==> src/rtl/prime_pkg.sv <==
package prime_pkg;

  typedef enum logic [1:0] {
    ST_IDLE   = 2'd0,
    ST_LAUNCH = 2'd1,
    ST_WAIT   = 2'd2,
    ST_DECIDE = 2'd3
  } ctl_state_e;

  localparam int unsigned PRIME_DIVS = 2;

endpackage

==> src/rtl/rst_sync.sv <==
module rst_sync #(
  parameter int unsigned STAGES = 2
) (
  input  logic clk,
  input  logic rst_n,
  output logic rst_n_o
);

  logic [STAGES-1:0] chain_q;

  always_ff @(posedge clk or negedge rst_n) begin
    if (!rst_n) chain_q <= '0;
    else        chain_q <= {chain_q[STAGES-2:0], 1'b1};
  end

  assign rst_n_o = chain_q[STAGES-1];

endmodule

==> src/rtl/loop_index.sv <==
module loop_index #(
  parameter int unsigned W = 8
) (
  input  logic         clk,
  input  logic         rst_n,
  input  logic         load_i,
  input  logic         step_i,
  input  logic [W-1:0] limit_i,
  output logic [W-1:0] idx_o,
  output logic         last_o
);

  logic [W-1:0] idx_q, idx_d;
  logic         idx_en;

  always_comb begin
    idx_en = load_i | step_i;
    idx_d  = idx_q;
    if (load_i)      idx_d = W'(1);
    else if (step_i) idx_d = idx_q + W'(1);
  end

  always_ff @(posedge clk or negedge rst_n) begin
    if (!rst_n)      idx_q <= '0;
    else if (idx_en) idx_q <= idx_d;
  end

  assign idx_o  = idx_q;
  assign last_o = (idx_q == limit_i);

endmodule

==> src/rtl/mod_sub.sv <==
module mod_sub #(
  parameter int unsigned W = 8
) (
  input  logic         clk,
  input  logic         rst_n,
  input  logic         go_i,
  input  logic [W-1:0] dividend_i,
  input  logic [W-1:0] divisor_i,
  output logic [W-1:0] rem_o,
  output logic         fin_o
);

  logic [W-1:0] rem_q, rem_d;
  logic [W-1:0] div_q, div_d;
  logic         run_q, run_d;
  logic         fin_q, fin_d;
  logic         fits;

  assign fits = (rem_q >= div_q);

  always_comb begin
    rem_d = rem_q;
    div_d = div_q;
    run_d = run_q;
    fin_d = 1'b0;
    if (go_i) begin
      rem_d = dividend_i;
      div_d = divisor_i;
      run_d = 1'b1;
    end else if (run_q) begin
      if (fits) begin
        rem_d = rem_q - div_q;
      end else begin
        run_d = 1'b0;
        fin_d = 1'b1;
      end
    end
  end

  always_ff @(posedge clk or negedge rst_n) begin
    if (!rst_n) begin
      rem_q <= '0;
      div_q <= '0;
      run_q <= 1'b0;
      fin_q <= 1'b0;
    end else begin
      rem_q <= rem_d;
      div_q <= div_d;
      run_q <= run_d;
      fin_q <= fin_d;
    end
  end

  assign rem_o = rem_q;
  assign fin_o = fin_q;

endmodule

==> src/rtl/ctrl_fsm.sv <==
module ctrl_fsm
  import prime_pkg::*;
(
  input  logic clk,
  input  logic rst_n,
  input  logic start_i,
  input  logic zero_op_i,
  input  logic fin_i,
  input  logic rem_zero_i,
  input  logic last_i,
  output logic capture_o,
  output logic go_o,
  output logic tally_o,
  output logic step_o,
  output logic decide_o,
  output logic busy_o
);

  ctl_state_e state_q, state_d;

  always_comb begin
    state_d   = state_q;
    capture_o = 1'b0;
    go_o      = 1'b0;
    tally_o   = 1'b0;
    step_o    = 1'b0;
    decide_o  = 1'b0;
    unique case (state_q)
      ST_IDLE: begin
        if (start_i) begin
          capture_o = 1'b1;
          state_d   = zero_op_i ? ST_DECIDE : ST_LAUNCH;
        end
      end
      ST_LAUNCH: begin
        go_o    = 1'b1;
        state_d = ST_WAIT;
      end
      ST_WAIT: begin
        if (fin_i) begin
          tally_o = rem_zero_i;
          if (last_i) begin
            state_d = ST_DECIDE;
          end else begin
            step_o  = 1'b1;
            state_d = ST_LAUNCH;
          end
        end
      end
      ST_DECIDE: begin
        decide_o = 1'b1;
        state_d  = ST_IDLE;
      end
      default: state_d = ST_IDLE;
    endcase
  end

  always_ff @(posedge clk or negedge rst_n) begin
    if (!rst_n) state_q <= ST_IDLE;
    else        state_q <= state_d;
  end

  assign busy_o = (state_q != ST_IDLE);

endmodule

==> src/rtl/prime_tester.sv <==
module prime_tester
  import prime_pkg::*;
#(
  parameter int unsigned W = 8
) (
  input  logic         clk,
  input  logic         rst_n,
  input  logic         start_i,
  input  logic [W-1:0] operand_i,
  output logic         busy_o,
  output logic         done_o,
  output logic         is_prime_o
);

  localparam int unsigned CNT_W   = $clog2(PRIME_DIVS + 2);
  localparam logic [CNT_W-1:0] CNT_MAX = {CNT_W{1'b1}};
  localparam logic [CNT_W-1:0] CNT_HIT = CNT_W'(PRIME_DIVS);

  logic         rst_n_s;
  logic         capture, go, tally, step, decide;
  logic         fin, last, rem_zero;
  logic [W-1:0] x_q;
  logic [W-1:0] idx;
  logic [W-1:0] rem;
  logic [CNT_W-1:0] cnt_q, cnt_d;
  logic         cnt_en;
  logic         done_q, res_q;

  rst_sync #(.STAGES(2)) u_rst (
    .clk     (clk),
    .rst_n   (rst_n),
    .rst_n_o (rst_n_s)
  );

  always_ff @(posedge clk or negedge rst_n_s) begin
    if (!rst_n_s)     x_q <= '0;
    else if (capture) x_q <= operand_i;
  end

  ctrl_fsm u_fsm (
    .clk        (clk),
    .rst_n      (rst_n_s),
    .start_i    (start_i),
    .zero_op_i  (operand_i == '0),
    .fin_i      (fin),
    .rem_zero_i (rem_zero),
    .last_i     (last),
    .capture_o  (capture),
    .go_o       (go),
    .tally_o    (tally),
    .step_o     (step),
    .decide_o   (decide),
    .busy_o     (busy_o)
  );

  loop_index #(.W(W)) u_idx (
    .clk     (clk),
    .rst_n   (rst_n_s),
    .load_i  (capture),
    .step_i  (step),
    .limit_i (x_q),
    .idx_o   (idx),
    .last_o  (last)
  );

  mod_sub #(.W(W)) u_mod (
    .clk        (clk),
    .rst_n      (rst_n_s),
    .go_i       (go),
    .dividend_i (x_q),
    .divisor_i  (idx),
    .rem_o      (rem),
    .fin_o      (fin)
  );

  assign rem_zero = (rem == '0);

  always_comb begin
    cnt_en = capture | (tally & (cnt_q != CNT_MAX));
    cnt_d  = capture ? '0 : cnt_q + CNT_W'(1);
  end

  always_ff @(posedge clk or negedge rst_n_s) begin
    if (!rst_n_s)    cnt_q <= '0;
    else if (cnt_en) cnt_q <= cnt_d;
  end

  always_ff @(posedge clk or negedge rst_n_s) begin
    if (!rst_n_s) begin
      done_q <= 1'b0;
      res_q  <= 1'b0;
    end else begin
      done_q <= decide;
      if (decide) res_q <= (cnt_q == CNT_HIT);
    end
  end

  assign done_o     = done_q;
  assign is_prime_o = res_q;

endmodule

==> config.mk <==
export PLATFORM = sky130hd
export DESIGN_NAME = prime_tester
export DESIGN_NICKNAME = d
export VERILOG_FILES = /design/src/rtl/prime_pkg.sv /design/src/rtl/rst_sync.sv /design/src/rtl/loop_index.sv /design/src/rtl/mod_sub.sv /design/src/rtl/ctrl_fsm.sv /design/src/rtl/prime_tester.sv
export SDC_FILE = /design/constraint.sdc
export NUM_CORES = 1
export LEC_CHECK = 0
export ABC_AREA = 1
export BUFFER_PORTS_ARGS = -buffer_cell sky130_fd_sc_hd__buf_2
export CAP_MARGIN = 40
export CORE_MARGIN = 2
export CORE_UTILIZATION = 51
export DETAILED_ROUTE_END_ITERATION = 10
export PLACE_DENSITY_LB_ADDON = 0.2
export SYNTH_ARGS = -nofsm -noshare
export SYNTH_HDL_FRONTEND = slang
export SYNTH_SLANG_ARGS = --single-unit
==> constraint.sdc <==
create_clock -name clk -period 1.39 [get_ports clk]
set_input_delay 0.139 -clock clk [delete_from_list [all_inputs] [get_ports clk]]
set_output_delay 0.139 -clock clk [all_outputs]
set_load 0.01 [all_outputs]
==> impl_summary.log <==
[metrics] Seq. cell area: ~1100 sq um
[metrics] DPL Wire Length: 4.39 mm
[metrics] cell count of the worst hold path: 3
[metrics] latest clock arrival within the worst-skew pair: 0.30 ns
[metrics] slack of the critical path: -0.301 ns
[metrics] number of levels in the clock H-tree: 2
[metrics] post-synthesis instance area: 2560 sq um
[metrics] cells after synthesis: 345
[metrics] non-filler cells, final: 477
[metrics] detailed-routed wire length on met2: about 3.2 mm
[metrics] critical-path maximum fanout: 5
[metrics] number of DRC violations after detailed routing: 0
[metrics] final weighted congestion in routability-driven placement: 0.849
[metrics] violated checks: negative setup slack
[metrics] Post-Place Cells: 459
[metrics] Starting Density: 53.4%
[metrics] Initial DRC Count: 136
[metrics] Remaining Overflow, GRT: 0
[metrics] largest net degree at the start of global routing: just over 40
[metrics] longest individual stage delay on the worst path: roughly 0.38 ns
[metrics] combinational family with the most area after synthesis: simple AND/OR/NAND/NOR gates
[metrics] TritonCTS clock tree: yes
[metrics] flops & latches, synth: 42
[metrics] crit path max-delay cell type: sky130_fd_sc_hd__dfrtp_1
[metrics] final hold slack: 0.111 ns
[metrics] synthesized-area fraction occupied by xor and xnor cells: 3.08%
[metrics] GRT Util Overall: between 20% and 30%
[metrics] clock slew at reported path FFs: 0.09 ns
[metrics] Met3 Routed Length: between 150 and 200 microns
[metrics] worst setup slack before clock tree synthesis: -0.282 ns
[metrics] Worst Path Arrival: between 1.5 and 2 ns
[metrics] worst min-delay path category: input pin to flop
[metrics] post-synthesis async set-or-reset flop share: 100%
[metrics] multiplexer share of the synthesized area: 0%
[metrics] Req. time, crit path: 1.58 ns
[metrics] Period Utilization, post-route: 122%
[metrics] length of the first detailed-routing pass in iterations: 4
[metrics] commonest cells in the synthesized netlist: sky130_fd_sc_hd__nand2_1, sky130_fd_sc_hd__inv_1, sky130_fd_sc_hd__dfrtp_1, sky130_fd_sc_hd__nand3_1, sky130_fd_sc_hd__o21ai_0
[metrics] via count of the first global-routing pass: between 2,000 and 2,500
[metrics] placeable core region: around 4800 sq um
[metrics] number of antenna diodes: 0
[metrics] Crit Path Category: flop to flop
[metrics] Min Clock Period, post-route: 1.69 ns
[metrics] area of placed instances: just under 3000 sq um
[metrics] Worst R2R Path Depth: 12
[metrics] endpoint kind of the worst setup timing path: flop
[metrics] Metal-1 WL: 2.88 mm
[metrics] final design instance area without fill: about 3400 sq um
[metrics] via count: 2,403
[metrics] Setup-failing EPs final: 15
[metrics] primary flip-flop cell chosen by synthesis mapping: sky130_fd_sc_hd__dfrtp_1
[metrics] wire length of the first global-routing pass: 10.1 mm
[metrics] hold path start: operand_i[7]
[metrics] TritonCTS Buffers: 5
[metrics] worst relative slew slack: 64.8%
[metrics] number of clock sinks seen by CTS: 42
[metrics] setup TNS: -2.62 ns
[metrics] highest attainable clock frequency: a little under 0.6 GHz
[metrics] endpoints failing hold: 0
[metrics] number of nets still failing antenna checks after routing: 0
[metrics] max layer used: met4
[metrics] run status: complete, but fails checks
[metrics] Final Max Tran Viols: 0
[metrics] simple-gate share of the synthesized area: between 30% and 40%
[metrics] area enclosed by the die boundary: 5590 sq um
[metrics] number of maximum-capacitance constraint violations: 0
[metrics] end point of the most critical hold path: x_q[7]$_DFFE_PN0P_
[metrics] cell row count: 25
[metrics] number of synthesized flops with an enable pin: 0
[metrics] fill cell total of the finished layout: 377
[metrics] cells along the critical path: inv_1 -> ha_2 -> inv_2 -> fa_2 -> nand3_2 -> nand3_2 -> nand2_4 -> nand2_4 -> nand2_4 -> nor2_1 -> nand2_1 -> nand2_1
[metrics] leading area contributor after synthesis: sky130_fd_sc_hd__dfrtp_1
[metrics] Clock Tree Buf Depth: 2
[metrics] reg2reg end: u_mod.rem_o[7]$_DFFE_PN0P_
[metrics] average wire length per cell after detail routing: 13.4 microns
[metrics] Reg2Reg Launch Point: u_mod.rem_o[0]$_DFFE_PN0P_
[metrics] ratio of cells with drive above 1 in the final layout: 31.0%
[metrics] area share of fa/ha/maj cells after synthesis: 6.17%
[metrics] number of antenna violations at the first check in global routing: 0
[metrics] root buf cell: sky130_fd_sc_hd__clkbuf_8
[metrics] CP Launch Type: flop
[metrics] sequential element share of the synthesized area: 41.1%
[metrics] setup slack of the worst register-to-register path: -0.30 ns
[metrics] Synthesized Nets: ~370
[metrics] detailed-route wire length: 6.37 mm
[metrics] area taken by multi-input logic gates: 1440 sq um
[metrics] Synth Area per Inst: about 7.4 sq um
[metrics] Leak Pwr: 1.82 nW
[metrics] die height: ~75 microns
[metrics] post-synthesis compound-gate area fraction: 7.49%
[metrics] area share of the largest cell type after synthesis: approximately 40%
[metrics] dominant cells by area after synthesis: sky130_fd_sc_hd__dfrtp_1, sky130_fd_sc_hd__nand2_1, sky130_fd_sc_hd__inv_1
[metrics] most frequently used cell type in the post-synthesis netlist: sky130_fd_sc_hd__nand2_1
[metrics] slew of the pin with the lowest slew margin: 0.528 ns
[metrics] buffer and inverter count on the worst path: 2
[metrics] average vias per placed instance: 5.04
[metrics] library cell appearing most often on the critical path: sky130_fd_sc_hd__nand2_4
[metrics] number of distinct library cells after synthesis: 26
[metrics] area delta synth->final: 32.2%
[metrics] cell class contributing the biggest share of worst-path delay: simple AND/OR/NAND/NOR gates
[metrics] RSZ-0062 raised after global routing: yes
[metrics] horizontal extent of the die: 74.8 microns
[metrics] power density of the placed cells: 2430 nW/um^2
[metrics] Max IR drop VDD: 1.34 mV
[metrics] Net count, final: 432
[metrics] Synth Warn #: 0
[metrics] clock tree skew after final layout: about 0.009 ns
[metrics] number of buffer cells added on primary ports: 13
[metrics] Boundary Pins: 14
-- power breakdown --
group | leakage [nW] | internal, W | switching (W)
logic | 1.20 | 0.00226 | 0.00275
registers | 0.543 | 0.00163 | 0.000355
clock network | 0.0714 | 0.000766 | 0.000442
total | 1.82 | 0.00466 | 0.00355
-- repair_timing --
| item | in CTS | in global routing |
|---|---|---|
| hold buffers | 1 | 0 |
| hold endpoints to repair | 2 | 0 |
| setup endpoints to repair | 18 | 21 |
| pin swaps | 5 | 19 |
| gates resized for setup | 7 | 41 |
| setup buffers | 3 | 6 |
| cloned | 2 | 0 |
-- worst max-delay path by stage --
| stage | depth (start not counted) | endpoint | slack [ns] | startpoint |
|---|---|---|---|---|
| after global routing | 12 | u_mod.rem_o[5]$_DFFE_PN0P_ | -0.38 | u_mod.rem_o[0]$_DFFE_PN0P_ |
| after CTS | 12 | u_mod.rem_o[7]$_DFFE_PN0P_ | -0.28 | u_mod.rem_o[0]$_DFFE_PN0P_ |
| after floorplan | 12 | u_mod.rem_o[5]$_DFFE_PN0P_ | -0.22 | u_mod.rem_o[0]$_DFFE_PN0P_ |
| after global placement | 12 | u_mod.rem_o[7]$_DFFE_PN0P_ | -0.23 | u_mod.rem_o[0]$_DFFE_PN0P_ |
| after detailed placement | 12 | u_mod.rem_o[5]$_DFFE_PN0P_ | -0.28 | u_mod.rem_o[0]$_DFFE_PN0P_ |
| final | 12 | u_mod.rem_o[7]$_DFFE_PN0P_ | -0.30 | u_mod.rem_o[0]$_DFFE_PN0P_ |
-- metal layers --
metal,global-route usage [%],vias up
met4,7.94,0
met3,3.61,13
met5,0,-
met2,40.3,53
li1,-,1202
met1,32.8,1135
-- state kept, by name, summed over array words and instances, names as in the netlist --
name / flops
u_fsm.state_q: 2
u_mod.fin_o: 1
u_rst.chain_q: 2
u_mod.div_q: 8
is_prime_o: 1
u_mod.run_q: 1
x_q: 8
u_mod.rem_o: 8
cnt_q: 2
u_idx.idx_o: 8
done_o: 1
-- kinds of logic (layout without fill, tap and decap cells) --
logic type	count (synthesis)	in the layout
and+or+nand+nor	182	184
buffers and inverters	63	126
DFF	42	42
AOI/OAI and AO/OA	36	36
adders and majority gates	12	12
xor gates and xnor gates	9	9
other	1	1
-- layout by cell type (no fill, tap or decap), drive strengths merged --
cell	instances
xnor2	5
nor2	23
or2	3
inv	55
dlygate4sd3	1
conb	1
nand4	7
nor3	2
bufinv	2
o21ai	27
xor2	4
buf	62
dfrtp	42
nand3	27
nand3b	3
nand2	119
clkbuf	6
fa	1
a21oi	9
ha	11
-- worst min-delay path, stage by stage --
cell,delay (ns)
sky130_fd_sc_hd__buf_2,0.10
sky130_fd_sc_hd__inv_1,0.06
sky130_fd_sc_hd__o21ai_0,0.08
-- metrics by stage --
| step | utilization [%] | total power, W |
|---|---|---|
| after floorplan | - | 0.00471 |
| after global placement | 62.3 | 0.00614 |
| after global routing | 70.6 | 0.00893 |
| after detailed placement | 62.3 | 0.00625 |
| after CTS | 66.6 | 0.00767 |
| final | 70.6 | 0.00821 |
-- final cells by class --
cell class,count,area share (%)
tap,67,2.48
multi-input combinational,242,42.5
clock inverter,2,1.78
inverter,55,6.11
clock buffer,6,2.44
timing repair buffer,63,13.6
sequential,42,31.1
Power figures use the tool's default switching activity.
